===== config.mk =====
export PLATFORM = sky130hd
export DESIGN_NAME = ftd_top
export DESIGN_NICKNAME = d
export VERILOG_FILES = /design/src/rtl/ftd_pkg.sv /design/src/rtl/ftd_ctrl_reg.sv /design/src/rtl/ftd_tick_gen.sv /design/src/rtl/ftd_top.sv
export SDC_FILE = /design/constraint.sdc
export NUM_CORES = 1
export LEC_CHECK = 0
export ABC_AREA = 0
export BUFFER_PORTS_ARGS = -buffer_cell sky130_fd_sc_hd__buf_2
export CAP_MARGIN = 20
export CORE_MARGIN = 5
export CORE_UTILIZATION = 42
export CTS_CLUSTER_DIAMETER = 60
export DETAILED_ROUTE_END_ITERATION = 10
export PLACE_DENSITY = 0.78
export REMOVE_ABC_BUFFERS = 1
export SYNTH_ARGS = -nofsm -noshare
export SYNTH_HDL_FRONTEND = slang
export SYNTH_HIERARCHICAL = 1
export SYNTH_SLANG_ARGS = --single-unit

===== constraint.sdc =====
create_clock -name clk_i -period 2 [get_ports clk_i]
set_input_delay 0.1 -clock clk_i [delete_from_list [all_inputs] [get_ports clk_i]]
set_output_delay 0.1 -clock clk_i [all_outputs]
set_load 0.01 [all_outputs]

===== src/rtl/ftd_pkg.sv =====
package ftd_pkg;
    localparam int unsigned FTD_DIV_W = 6;
    localparam int unsigned FTD_REG_W = FTD_DIV_W + 2;
    localparam int unsigned FTD_LOCK_BIT = FTD_DIV_W;
    localparam int unsigned FTD_LOAD_BIT = FTD_DIV_W + 1;

    // A write lands when the engine is idle or the reset sequence runs.
    function automatic logic ftd_wr_ok(input logic wr_en, input logic cmd_done,
                                       input logic rst_seq);
        return wr_en && (cmd_done || rst_seq);
    endfunction
endpackage


===== src/rtl/ftd_ctrl_reg.sv =====
module ftd_ctrl_reg #(
    parameter int unsigned DIV_W = ftd_pkg::FTD_DIV_W,
    localparam int unsigned REG_W = DIV_W + 2
) (
    input  logic             clk_i,
    input  logic             rst_ni,
    input  logic             wr_en_i,
    input  logic [REG_W-1:0] wr_data_i,
    input  logic             cmd_done_i,
    input  logic             rst_seq_i,
    output logic             loaded_o,
    output logic             lock_o,
    output logic [DIV_W-1:0] div_o
);
    typedef struct packed {
        logic             loaded;
        logic             lock;
        logic [DIV_W-1:0] div;
    } ctrl_t;

    ctrl_t st_d, st_q;
    logic  accept;

    always_comb begin
        st_d   = st_q;
        accept = ftd_pkg::ftd_wr_ok(wr_en_i, cmd_done_i, rst_seq_i);
        if (accept) begin
            st_d.loaded = 1'b1;
            st_d.lock   = st_q.lock | wr_data_i[DIV_W];
            if (!st_q.lock) begin
                st_d.div = wr_data_i[DIV_W-1:0];
            end
        end
    end

    always_ff @(posedge clk_i or negedge rst_ni) begin
        if (!rst_ni) begin
            st_q <= '0;
        end else begin
            st_q <= st_d;
        end
    end

    assign loaded_o = st_q.loaded;
    assign lock_o   = st_q.lock;
    assign div_o    = st_q.div;

    logic unused_hi;
    assign unused_hi = wr_data_i[REG_W-1];
endmodule


===== src/rtl/ftd_tick_gen.sv =====
module ftd_tick_gen #(
    parameter int unsigned DIV_W = ftd_pkg::FTD_DIV_W
) (
    input  logic             clk_i,
    input  logic             rst_ni,
    input  logic             run_i,
    input  logic [DIV_W-1:0] div_i,
    output logic             tick_o
);
    typedef struct packed {
        logic [DIV_W-1:0] cnt;
    } cnt_t;

    cnt_t cs_d, cs_q;
    logic at_zero;

    always_comb begin
        cs_d    = cs_q;
        at_zero = (cs_q.cnt == '0);
        if (!run_i) begin
            cs_d.cnt = '0;
        end else if (at_zero) begin
            cs_d.cnt = div_i;
        end else begin
            cs_d.cnt = cs_q.cnt - 1'b1;
        end
    end

    always_ff @(posedge clk_i or negedge rst_ni) begin
        if (!rst_ni) begin
            cs_q <= '0;
        end else begin
            cs_q <= cs_d;
        end
    end

    assign tick_o = run_i && at_zero;
endmodule


===== src/rtl/ftd_top.sv =====
module ftd_top #(
    parameter int unsigned DIV_W = ftd_pkg::FTD_DIV_W,
    localparam int unsigned REG_W = DIV_W + 2
) (
    input  logic             clk_i,
    input  logic             rst_ni,
    input  logic             wr_en_i,
    input  logic [REG_W-1:0] wr_data_i,
    input  logic             cmd_done_i,
    input  logic             rst_seq_i,
    output logic [REG_W-1:0] rd_data_o,
    output logic             loaded_o,
    output logic             tick_o
);
    logic             loaded;
    logic             lock;
    logic [DIV_W-1:0] div;

    ftd_ctrl_reg #(.DIV_W(DIV_W)) u_reg (
        .clk_i      (clk_i),
        .rst_ni     (rst_ni),
        .wr_en_i    (wr_en_i),
        .wr_data_i  (wr_data_i),
        .cmd_done_i (cmd_done_i),
        .rst_seq_i  (rst_seq_i),
        .loaded_o   (loaded),
        .lock_o     (lock),
        .div_o      (div)
    );

    // The counter stays parked until the byte has been written once.
    ftd_tick_gen #(.DIV_W(DIV_W)) u_tick (
        .clk_i  (clk_i),
        .rst_ni (rst_ni),
        .run_i  (loaded),
        .div_i  (div),
        .tick_o (tick_o)
    );

    assign rd_data_o = {loaded, lock, div};
    assign loaded_o  = loaded;
endmodule


Yosys cells after proc, flatten, opt, wreduce, memory -nomap -nowiden
Cells that the tools add are included.

word-level totals
  flip-flop bits (word level) = 14
  input bits = 13
  output and inout port bits = 10
  logic and storage cells = 14

cells by class
  add/subtract/negate cells = 1
  multiplexer cells = 2
  bitwise operators = 2
  reductions and logical operators = 5

operators with widths
  kind                                               number
  2-to-1 mux 6 bit                                   2
  logical NOT 6 bit                                  1
  subtractor 6 x 1 -> 6 bit (second input constant)  1
  logical AND 1 bit                                  2
  AND reduction 2 bit                                1
  logical OR 1 bit                                   1
  inverter 1 bit                                     1
  OR 1 bit                                           1

Depth between registers and ports, before layout
Gate-level depths: netlist of the first run.

  depth after elaboration = 3
  gate-level depth with buffers = 6
  gate-level depth less buffers = 6

Modules after synthesis
The synthesis of the first run kept the hierarchy.

modules (own cells, without submodules)
  module        instances  cells each  area each (um2)  seq. area each (um2)
  ftd_tick_gen  1          35          356.6            150.1
  ftd_ctrl_reg  1          19          329.1            200.2
  ftd_top       1          2           15.0             0.0

Worst setup path after synthesis of the first run
OpenSTA, ideal clock, no wires.

  kind = register to register
  from = register u_tick/cs_q[0] (netlist bit)
  to = register u_tick/cs_q[4] (netlist bit)
  library setup time = 0.122 ns
  arrival time = 1.326 ns
  required time = 1.878 ns
  slack = 0.552 ns
  stages on the path, launching flop included = 7
  path buffers = 0
  period minus slack after synthesis = 1.448 ns
  cell sequence = dfrtp_1 inv_1 ha_1 nor2b_4 mux2_1 a22oi_1 nor2_1

RTL lines
  what                    RTL line            text
  from (decl)             ftd_tick_gen.sv:14  cnt_t cs_d, cs_q;
  from (signal assigned)  ftd_tick_gen.sv:33  cs_q <= cs_d;

Worst setup path in the final report of the first run
  from = register u_tick/cs_q[0] (netlist bit)
  to = output port tick_o

on the way
  longest elaborated chain between the ends = 2

RTL lines
  what               RTL line            text
  logical NOT 6 bit  ftd_tick_gen.sv:19  at_zero = (cs_q.cnt == '0);
  logical AND 1 bit  ftd_tick_gen.sv:37  assign tick_o = run_i && at_zero;
  to (decl)          ftd_top.sv:13       output logic tick_o

No other way between the ends.

==> impl_results.md, run 1 <==
* Row count at 14
* Vias at 502
* Fmax at 632 MHz
* Syn Inst Count at 56
* Mux cell area share after synthesis at 0.161
* Sw frac at 0.340
* Status: finished clean
* Detailed Route Iter0 Violations at 3
* CTS tree: done
* Netlist cell types at 23
* Worst-margin pin slew at 0.310 ns
* Number of H-tree levels at 1
* Largest family of logic cells by synthesized area: multiplexers
* Largest net degree at the start of global routing at 15
* Worst path max stage delay at 0.43 ns
* Psw at 0.372 mW
* Post-Synth XOR/XNOR Area at 0.0250
* Relative slew margins at 0.793
* Worst Path Required at 1.90 ns
* CP max FO at 9
* Hold crit path type: in -> reg
* Setup total negative slack at 0 ns
* Int Pwr at 0.722 mW
* Ys flop type: dfrtp_1
* Setup violations, final at 0
* CTS Buffer Depth at 2
* Layout Skew at 0.00209 ns
* RSZ-0062 raised after global routing: false
* Area share of fa/ha/maj cells after synthesis at 0.0357
* P&R area growth vs syn at 22.3%
* Antenna violations before repair at 0
* Critical Path Sink Type: output pin
* Worst vdd ir at 0.615 mV
* Slew Viols, Final at 0
* WL final at 1.32 mm
* Count of flip-flops with a built-in enable after synthesis at 0
* Post-synthesis sequential area ratio at 0.500
* Fraction of registers with async set/reset at 1.00
* Setup slack, reg-to-reg at 0.44 ns
* Layout net count at 96
* Clock Power Share at 0.181
* Min Clock Period, post-route at 1.58 ns
* Dpl hpwl at 1.05 mm
* Seq pwr share at 0.449
* Crit Path Category: reg -> out
* Io pins at 23
* Simple-gate area share of the yosys netlist at 0.136
* Clk sinks at 14
* Fin crit share at 0.792
* Vias/cell at 5.23
* Layout cells sized above 1 at 0.463
* Core Area at 1540 µm²
* Ant. Diodes at 0
* Most frequent cells in the layout: buf_2 (21), dfrtp_1 (14), nor2_1 (7)
* CTS root buf: clkbuf_4
* Commonest non-fill, non-tap cell in the layout: buf_2
* Yosys warnings at 6
* Die area at 2590 µm²
* Final Hold Viols at 0
* Vias in the first global route at 552
* Total chip power at 1.09 mW
* Clk Latency, worst-skew pair at 0.27 ns
* Routed len/inst at 13.7 µm
* Slowest-stage cell, CP: dfrtp_1
* CP Launch Type: flop
* Routed Antenna Nets at 0
* Reg clk slew, reported paths at 0.08 ns
* Cell Area, Synth at 701 µm²
* Compound-Gate Fraction of Synth Area at 0.100
* Maxcap violations at 0
* DR DRC count at 0
* Initial core utilization at 0.455
* GRT Util Overall at 0.119
* Remaining global-route overflow at 0
* Flops & latches, synth at 14
* Crit path arrival time at 1.48 ns
* Combinational Power Share at 0.370
* Placer Congestion at 0.729
* I/O Buffers at 21
* Leakage at 0.424 nW
* Mapped Avg Cell Area at 12.5 µm²
* DIE WIDTH at 50.8 µm
* First-pass GRT wire length at 2.39 mm
* Die Y at 50.8 µm
* First drt pass iteration count at 2
* Cell Chain, Critical Path: inv_1 > ha_1 > nor2b_4 > nand2_4 > nor2_1 > buf_2
* PD cells at 1280 nW/µm²
* Post-CTS setup buffer count at 0
* Total CTS buffers at 3
-- registers in the layout (all words and copies together) (netlist names) --
| signal | cells |
|---|---|
| u_reg/div_o | 6 |
| u_reg/lock_o | 1 |
| u_reg/loaded_o | 1 |
| u_tick/cs_q | 6 |
-- cells in the mapped netlist, types with 2 or more instances --
cell / count / area [µm²]
dfrtp_1: 14 / 350
nor2_1: 7 / 26.3
mux2_4: 6 / 90.1
inv_1: 4 / 15.0
a211oi_1: 3 / 22.5
a21oi_1: 2 / 10.0
buf_4: 2 / 15.0
ha_1: 2 / 25.0
xnor2_1: 2 / 17.5
-- final timing paths --
path                                   to           start  depth (start not counted)
setup / recovery                   tick_o  u_tick/cs_q[0]                          6
hold / removal             u_reg/div_o[2]    wr_data_i[2]                          2
setup reg to reg           u_tick/cs_q[4]  u_tick/cs_q[0]                          6
hold reg to reg            u_reg/div_o[2]  u_reg/div_o[2]                          1
max in group asynchronous  u_reg/div_o[5]          rst_ni                          2
min in group asynchronous  u_reg/div_o[0]          rst_ni                          2
-- layout make-up --
| class | count | area (µm²) |
|---|---|---|
| Clock buffer | 4 | 36.3 |
| Fill cell | 136 | 684 |
| Inverter | 4 | 15.0 |
| Multi-Input combinational cell | 36 | 320 |
| Sequential cell | 14 | 350 |
| Tap cell | 16 | 20.0 |
| Timing Repair Buffer | 22 | 115 |
-- critical path: cells and delay by family, from the launching register on --
kind	cells	cell delay, ns
fa+ha+maj	1	0.18
buf+inv	2	0.23
simple gates	3	0.37
flops	1	0.43
-- timing repair --
item	CTS	global route
endpoints found under the hold margin	14	0
hold buffers	1	0
resized for setup	0	0
endpoints found under the setup margin	0	0
-- through the flow --
| step | setup WS (ns) | hold slack [ns] | area, µm² | utilization | instances |
|---|---|---|---|---|---|
| 2_1_floorplan | 0.552 | -0.196 | 686 | - | 54 |
| 3_3_place_gp | 0.479 | 0.0103 | 811 | 0.526 | 91 |
| 3_5_place_dp | 0.459 | 0.00657 | 811 | 0.526 | 91 |
| 4_1_cts | 0.399 | 0.0407 | 857 | 0.556 | 96 |
| 5_1_grt | 0.287 | 0.0517 | 857 | 0.556 | 96 |
| 6_report | 0.417 | 0.0513 | 857 | 0.556 | 96 |
-- cells by family (layout without fill, tap and decap cells) --
logic type / count (synthesis) / after routing
DFF: 14 / 14
and+or+nand+nor: 14 / 14
AOI/OAI and AO/OA: 10 / 10
muxes: 8 / 8
buffers and inverters: 6 / 30
adders and majority gates: 2 / 2
xor gates and xnor gates: 2 / 2
-- layer usage --
metal	vias up	track usage	wire (µm)
met5	-	0	0
met4	0	0.0511	0
met3	0	0.0233	68
met2	15	0.207	702
met1	247	0.141	546
li1	240	-	-
-- power by group through the flow --
stage          Sequential (mW)  Combinational [mW]  Clock [mW]
6_report                 0.491               0.404       0.198
5_1_grt                  0.507               0.447       0.216
4_1_cts                  0.492               0.406       0.205
3_5_place_dp             0.497               0.401           0
3_3_place_gp             0.490               0.387           0
2_1_floorplan            0.495               0.289           0
(Power assumes the default switching activity.)
==> run 2, diff against run 1 <==
- PLACE_DENSITY: 0.78 -> 0.81
- clock period: 2 -> 1.3 ns (I/O delays scaled with it)
==> run 2 against run 1 <==
- the run now ends with setup timing left
- cell area increased by 31%
- power increased by 120%
- first-iteration DRC count increased by 100%
- clock skew decreased by 0.0014 ns
==> impl_results.md, run 2 (same netlist as run 1, synthesis figures left out) <==
* RSZ-0062 raised after global routing: true
* Final Hold Viols at 0 (unchanged)
* Fin crit share at 1.19
* I/O Buffers at 21 (unchanged)
* Ant. Diodes at 0 (unchanged)
* Vias at 597 (+19%)
* Min Clock Period, post-route at 1.54 ns
* Critical Path Sink Type: output pin
* Crit path arrival time at 1.48 ns (about the same)
* Slowest-stage cell, CP: dfrtp_1
* First-pass GRT wire length at 3.00 mm (+26%)
* Hold crit path type: in -> reg
* Placer Congestion at 0.700 (-3.9%)
* Worst-margin pin slew at 0.382 ns (+0.0725 ns)
* Fmax at 648 MHz
* GRT Util Overall at 0.154 (+0.0354)
* Final worst setup slack at -0.243 ns (-0.660 ns)
* Total chip power at 2.37 mW (+120%)
* Leakage at 0.515 nW (+22%)
* Finished Cell Area at 1120 µm² (+31%)
* Cell Chain, Critical Path: inv_2 > ha_4 > nor2b_4 > buf_6 > nand2_8 > nor2_4 > buf_6
* Detailed Route Iter0 Violations at 6 (+3)
* CP max FO at 2 (-7)
* Largest net degree at the start of global routing at 15 (unchanged)
* Routed Antenna Nets at 0 (unchanged)
* Worst vdd ir at 1.58 mV (+160%)
* WHS at 0.00358 ns (-0.0477 ns)
* DIE WIDTH at 50.8 µm (unchanged)
* Vias in the first global route at 673 (+22%)
* Io pins at 23 (unchanged)
* Worst Path Required at 1.24 ns (-0.66 ns)
* First drt pass iteration count at 4 (+2)
* PD cells at 2120 nW/µm² (+66%)
* Setup total negative slack at -1.14 ns (-1.14 ns)
* Initial core utilization at 0.455 (unchanged)
* Vias/cell at 5.24 (+0.15%)
* Failing checks: setup timing
* CTS tree: done
* Dpl hpwl at 1.03 mm (-2.4%)
* CTS Buffer Depth at 2 (unchanged)
* P&R area growth vs syn at 59.6%
* WL final at 1.82 mm (+38%)
* Layout cells sized above 1 at 0.704 (+0.242)
* Status: complete, but fails checks
* Worst path max stage delay at 0.41 ns (-0.02 ns)
* Die area at 2590 µm² (unchanged)
* Most used cell along the critical path: buf_6
* Slew Viols, Final at 0 (unchanged)
* Placed Area at 863 µm² (+6.5%)
* Reg clk slew, reported paths at 0.09 ns (about the same)
* Die Y at 50.8 µm (unchanged)
* Relative slew margins at 0.744 (-0.0492)
* Number of H-tree levels at 1 (unchanged)
* Layout Skew at 0.000672 ns (-0.00142 ns)
* DR DRC count at 0 (unchanged)
* CP Launch Type: flop
* Clk sinks at 14 (unchanged)
* Most frequent cells in the layout: buf_2 (20), dfrtp_1 (14), buf_4 (10)
* Routed len/inst at 16.0 µm (+16%)
* CTS root buf: clkbuf_4
* Dpl ws at -0.144 ns (-0.603 ns)
* Maxcap violations at 0 (unchanged)
* Layout net count at 114 (+19%)
* Antenna violations before repair at 0 (unchanged)
* Setup violations, final at 7 (+7)
* Remaining global-route overflow at 0 (unchanged)
* Crit Path Category: reg -> out
* Commonest non-fill, non-tap cell in the layout: buf_2
* Row count at 14 (unchanged)
* Total CTS buffers at 3 (unchanged)
* Core Area at 1540 µm² (unchanged)
* Clk Latency, worst-skew pair at 0.29 ns (+0.02 ns)
[run 2: routing by layer]
metal  part of all wire  wire [µm]  vias up  track usage
li1                   -          -      276            -
met1               0.39        717      297        0.177
met2               0.53        969       20        0.258
met3              0.057        103        4       0.0494
met4              0.016         30        0       0.0723
met5                  0          0        -            0
[run 2: worst max-delay path, delay by kind of cell, from the launching register on]
family / cells / cell delay [ns]
adders and majority gates: 1 / 0.14
buffers and inverters: 3 / 0.33
DFF: 1 / 0.41
and+or+nand+nor: 3 / 0.31
[run 2: area by class of cell]
class | count | area, µm²
fill | 107 | 423
multi-input combinational | 36 | 410
sequential | 14 | 350
timing repair buffer | 40 | 287
clock buffer | 4 | 36.3
tap | 16 | 20.0
inverter | 4 | 15.0
[run 2: final timing paths]
path | startpoint | end | slack [ns] | cells past startpoint
max | u_tick/cs_q[0] | tick_o | -0.24 | 7
min | wr_data_i[4] | u_reg/div_o[4] | 0.004 | 2
max reg2reg | u_tick/cs_q[0] | u_tick/cs_q[4] | -0.24 | 7
min reg2reg | u_reg/div_o[4] | u_reg/div_o[4] | 0.55 | 1
max in group asynchronous | rst_ni | u_tick/cs_q[2] | 0.86 | 2
min in group asynchronous | rst_ni | u_reg/div_o[2] | 0.20 | 2
[run 2: stage by stage]
step                 util  instances
global route        0.726        114
finish              0.726        114
global placement    0.560         98
floorplan               -         54
CTS                 0.656        110
detailed placement  0.560         98
[run 2: what timing repair did]
action | 4_1_cts | 5_1_grt
endpoints found under the setup margin | 7 | 7
setup buffers | 5 | 6
endpoints found under the hold margin | 16 | 1
resized for setup | 11 | 21
hold buffers | 3 | 1
pin swaps | 5 | 10
[run 2: power by group]
part	total (mW)	internal [mW]	switching, mW
sequential	0.770	0.592	0.178
clock	0.324	0.171	0.153
combinational	1.27	0.780	0.492
total	2.37	1.54	0.824
==> run 3, diff against run 2 <==
- CELL_PAD_IN_SITES_DETAIL_PLACEMENT: default -> 0
- CELL_PAD_IN_SITES_GLOBAL_PLACEMENT: default -> 1
- CORE_UTILIZATION: 42 -> 33
- TNS_END_PERCENT: default -> 20
- clock period: 1.3 -> 1.35 ns (I/O delays scaled with it)
==> run 3 against run 2 <==
- the run still ends with setup timing left
- sequential power down 5.5%
- worst hold slack better by 0.019 ns
- non-clock buffer count down 7
- clock skew up 0.0021 ns
- clock power down 30%
- utilization down 23 points
- power down 20%
- cell area down 11%
- setup slack better by 0.084 ns
- sequential share of layout area up 3.9 points
- register-to-register slack better by 0.08 ns
- global-route usage down 5.1 points
- largest cell class unchanged
==> impl_results.md, run 3 (same netlist as run 1, synthesis figures left out) <==
* Status: complete, but fails checks
* Failing checks: setup timing
* Number of H-tree levels at 1 (unchanged)
* Seq pwr share at 0.384 (+0.059)
* Crit Path Category: reg -> reg
* Vias at 526 (-12%)
* Routed Antenna Nets at 0 (unchanged)
* DIE WIDTH at 56.1 µm (+10%)
* P&R area growth vs syn at 41.8%
* Vias in the first global route at 571 (-15%)
* Initial core utilization at 0.350 (-0.105)
* Sw frac at 0.346 (-0.00228)
* Worst vdd ir at 0.973 mV (-38%)
* Clock Power Share at 0.120 (-0.017)
* Routed len/inst at 12.9 µm (-19%)
* Met3 wire length at 56 µm (-46%)
* Remaining global-route overflow at 0 (unchanged)
* Total CTS buffers at 3 (unchanged)
* Setup violations, final at 7 (unchanged)
* CP Launch Type: flop
* GRT Util Overall at 0.103 (-0.0512)
* Psw at 0.656 mW (-20%)
* Reg clk slew, reported paths at 0.08 ns (about the same)
* Slew Viols, Final at 0 (unchanged)
* Combinational Power Share at 0.497 (-0.041)
* Layout net count at 107 (-6.1%)
* Dpl hpwl at 1.05 mm (+2.6%)
* CTS tree: done
* CP delay by family, top: flip-flops
* DR DRC count at 0 (unchanged)
* CTS root buf: clkbuf_4
* PD cells at 1910 nW/µm² (-9.8%)
* Fin crit share at 1.12
* Fmax at 663 MHz
* Layout Skew at 0.00279 ns (+0.00212 ns)
* Final Hold Viols at 0 (unchanged)
* Clk Latency, worst-skew pair at 0.27 ns (-0.02 ns)
* Die area at 3140 µm² (+22%)
* Setup total negative slack at -0.623 ns (+0.514 ns)
* Cell Chain, Critical Path: inv_2 > ha_4 > nor2b_4 > buf_6 > mux2_4 > a22oi_2 > nor2_1
* DR WL met2 at 778 µm (-20%)
* Worst-margin pin slew at 0.351 ns (-0.0317 ns)
* Final worst setup slack at -0.159 ns (+0.0841 ns)
* Worst Path Required at 1.51 ns (+0.27 ns)
* Layout cells sized above 1 at 0.600 (-0.104)
* Cells after DPL at 109 (+11%)
* Slowest-stage cell, CP: dfrtp_1
* Ant. Diodes at 0 (unchanged)
* Core Area at 2000 µm² (+30%)
* Vias/cell at 4.50 (-14%)
* Hold crit path type: in -> reg
* Critical path buffers and inverters at 2 (-1)
* WL final at 1.51 mm (-17%)
* Finished Layout Cells at 117 (+2.6%)
* Commonest non-fill, non-tap cell in the layout: buf_2
* Placer Congestion at 0.725 (+3.6%)
* Clk sinks at 14 (unchanged)
* Most frequent cells in the layout: buf_2 (20), dfrtp_1 (14), buf_4 (9)
* First drt pass iteration count at 4 (unchanged)
* Int Pwr at 1.24 mW (-20%)
* Min Clock Period, post-route at 1.51 ns
* Layout fillers at 199 (+86%)
* RSZ-0062 raised after global routing: true
* Antenna violations before repair at 0 (unchanged)
* CP max FO at 2 (unchanged)
* Crit path arrival time at 1.67 ns (+0.19 ns)
* Row count at 16 (+2)
* First-pass GRT wire length at 2.54 mm (-15%)
* Detailed Route Iter0 Violations at 2 (-4)
* Worst path max stage delay at 0.40 ns (about the same)
* Io pins at 23 (unchanged)
* Maxcap violations at 0 (unchanged)
* Largest net degree at the start of global routing at 15 (unchanged)
* CTS Buffer Depth at 2 (unchanged)
* Metal-1 WL at 654 µm (-8.8%)
* Leakage at 0.459 nW (-11%)
* Critical Path Sink Type: flop
* Relative slew margins at 0.765 (+0.0212)
* Top sig layer: met4
* Finished Core Util at 0.496 (-0.229)
* Die Y at 56.1 µm (+10%)
* I/O Buffers at 21 (unchanged)
## run 3: worst paths after layout
| kind | start | end | slack [ns] | cells past startpoint |
|---|---|---|---|---|
| worst min register to register | u_reg/loaded_o | u_reg/loaded_o | 0.52 | 1 |
| max in group asynchronous | rst_ni | u_tick/cs_q[0] | 0.89 | 2 |
| worst max register to register | u_tick/cs_q[1] | u_tick/cs_q[4] | -0.16 | 7 |
| worst min-delay path | wr_data_i[5] | u_reg/div_o[5] | 0.02 | 2 |
| worst max-delay path | u_tick/cs_q[1] | u_tick/cs_q[4] | -0.16 | 7 |
| min in group asynchronous | rst_ni | u_tick/cs_q[5] | 0.22 | 2 |
## run 3: final cells by class
type / instances / area [µm²] / area share
Timing Repair Buffer: 33 / 211 / 0.213
Multi-Input combinational cell: 36 / 360 / 0.363
Clock buffer: 3 / 22.5 / 0.0227
Tap cell: 27 / 33.8 / 0.0340
Inverter: 4 / 15.0 / 0.0151
Sequential cell: 14 / 350 / 0.353
## run 3: power groups by stage
| stage | clock, mW | combinational (mW) | sequential (mW) |
|---|---|---|---|
| 6_report | 0.227 | 0.941 | 0.728 |
| 5_1_grt | 0.260 | 1.04 | 0.750 |
| 4_1_cts | 0.238 | 0.888 | 0.725 |
| 3_5_place_dp | 0 | 0.751 | 0.728 |
| 3_3_place_gp | 0 | 0.735 | 0.712 |
| 2_1_floorplan | 0 | 0.428 | 0.733 |
## run 3: repair_timing
action	in CTS	in global routing
setup endpoints to repair	4	7
hold buffers	1	0
endpoints found under the hold margin	14	0
pin swaps	5	4
buffers inserted	4	0
resized for setup	8	5
## run 3: stage by stage
| stage | total power, mW | area [µm²] | hold slack [ns] | setup slack (ns) |
|---|---|---|---|---|
| after CTS | 1.85 | 970 | 0.0123 | -0.152 |
| after floorplan | 1.16 | 686 | -0.228 | -0.0977 |
| final | 1.90 | 993 | 0.0226 | -0.159 |
| after detailed placement | 1.48 | 877 | -0.0167 | -0.103 |
| after global placement | 1.45 | 877 | -0.0173 | -0.0557 |
| after global routing | 2.05 | 993 | 0.00184 | -0.261 |
## run 3: worst reg2reg max path, cell delays in order (launching register included)
cell and delay (ns):
dfrtp_1 0.40, inv_2 0.08, ha_4 0.13, nor2b_4 0.15
buf_6 0.10, mux2_4 0.30, a22oi_2 0.18, nor2_1 0.06
## run 3: routing by layer
layer	track usage	up-vias
met5	0	-
met4	0.0610	0
met3	0.0255	2
met2	0.167	9
met1	0.122	256
li1	-	259
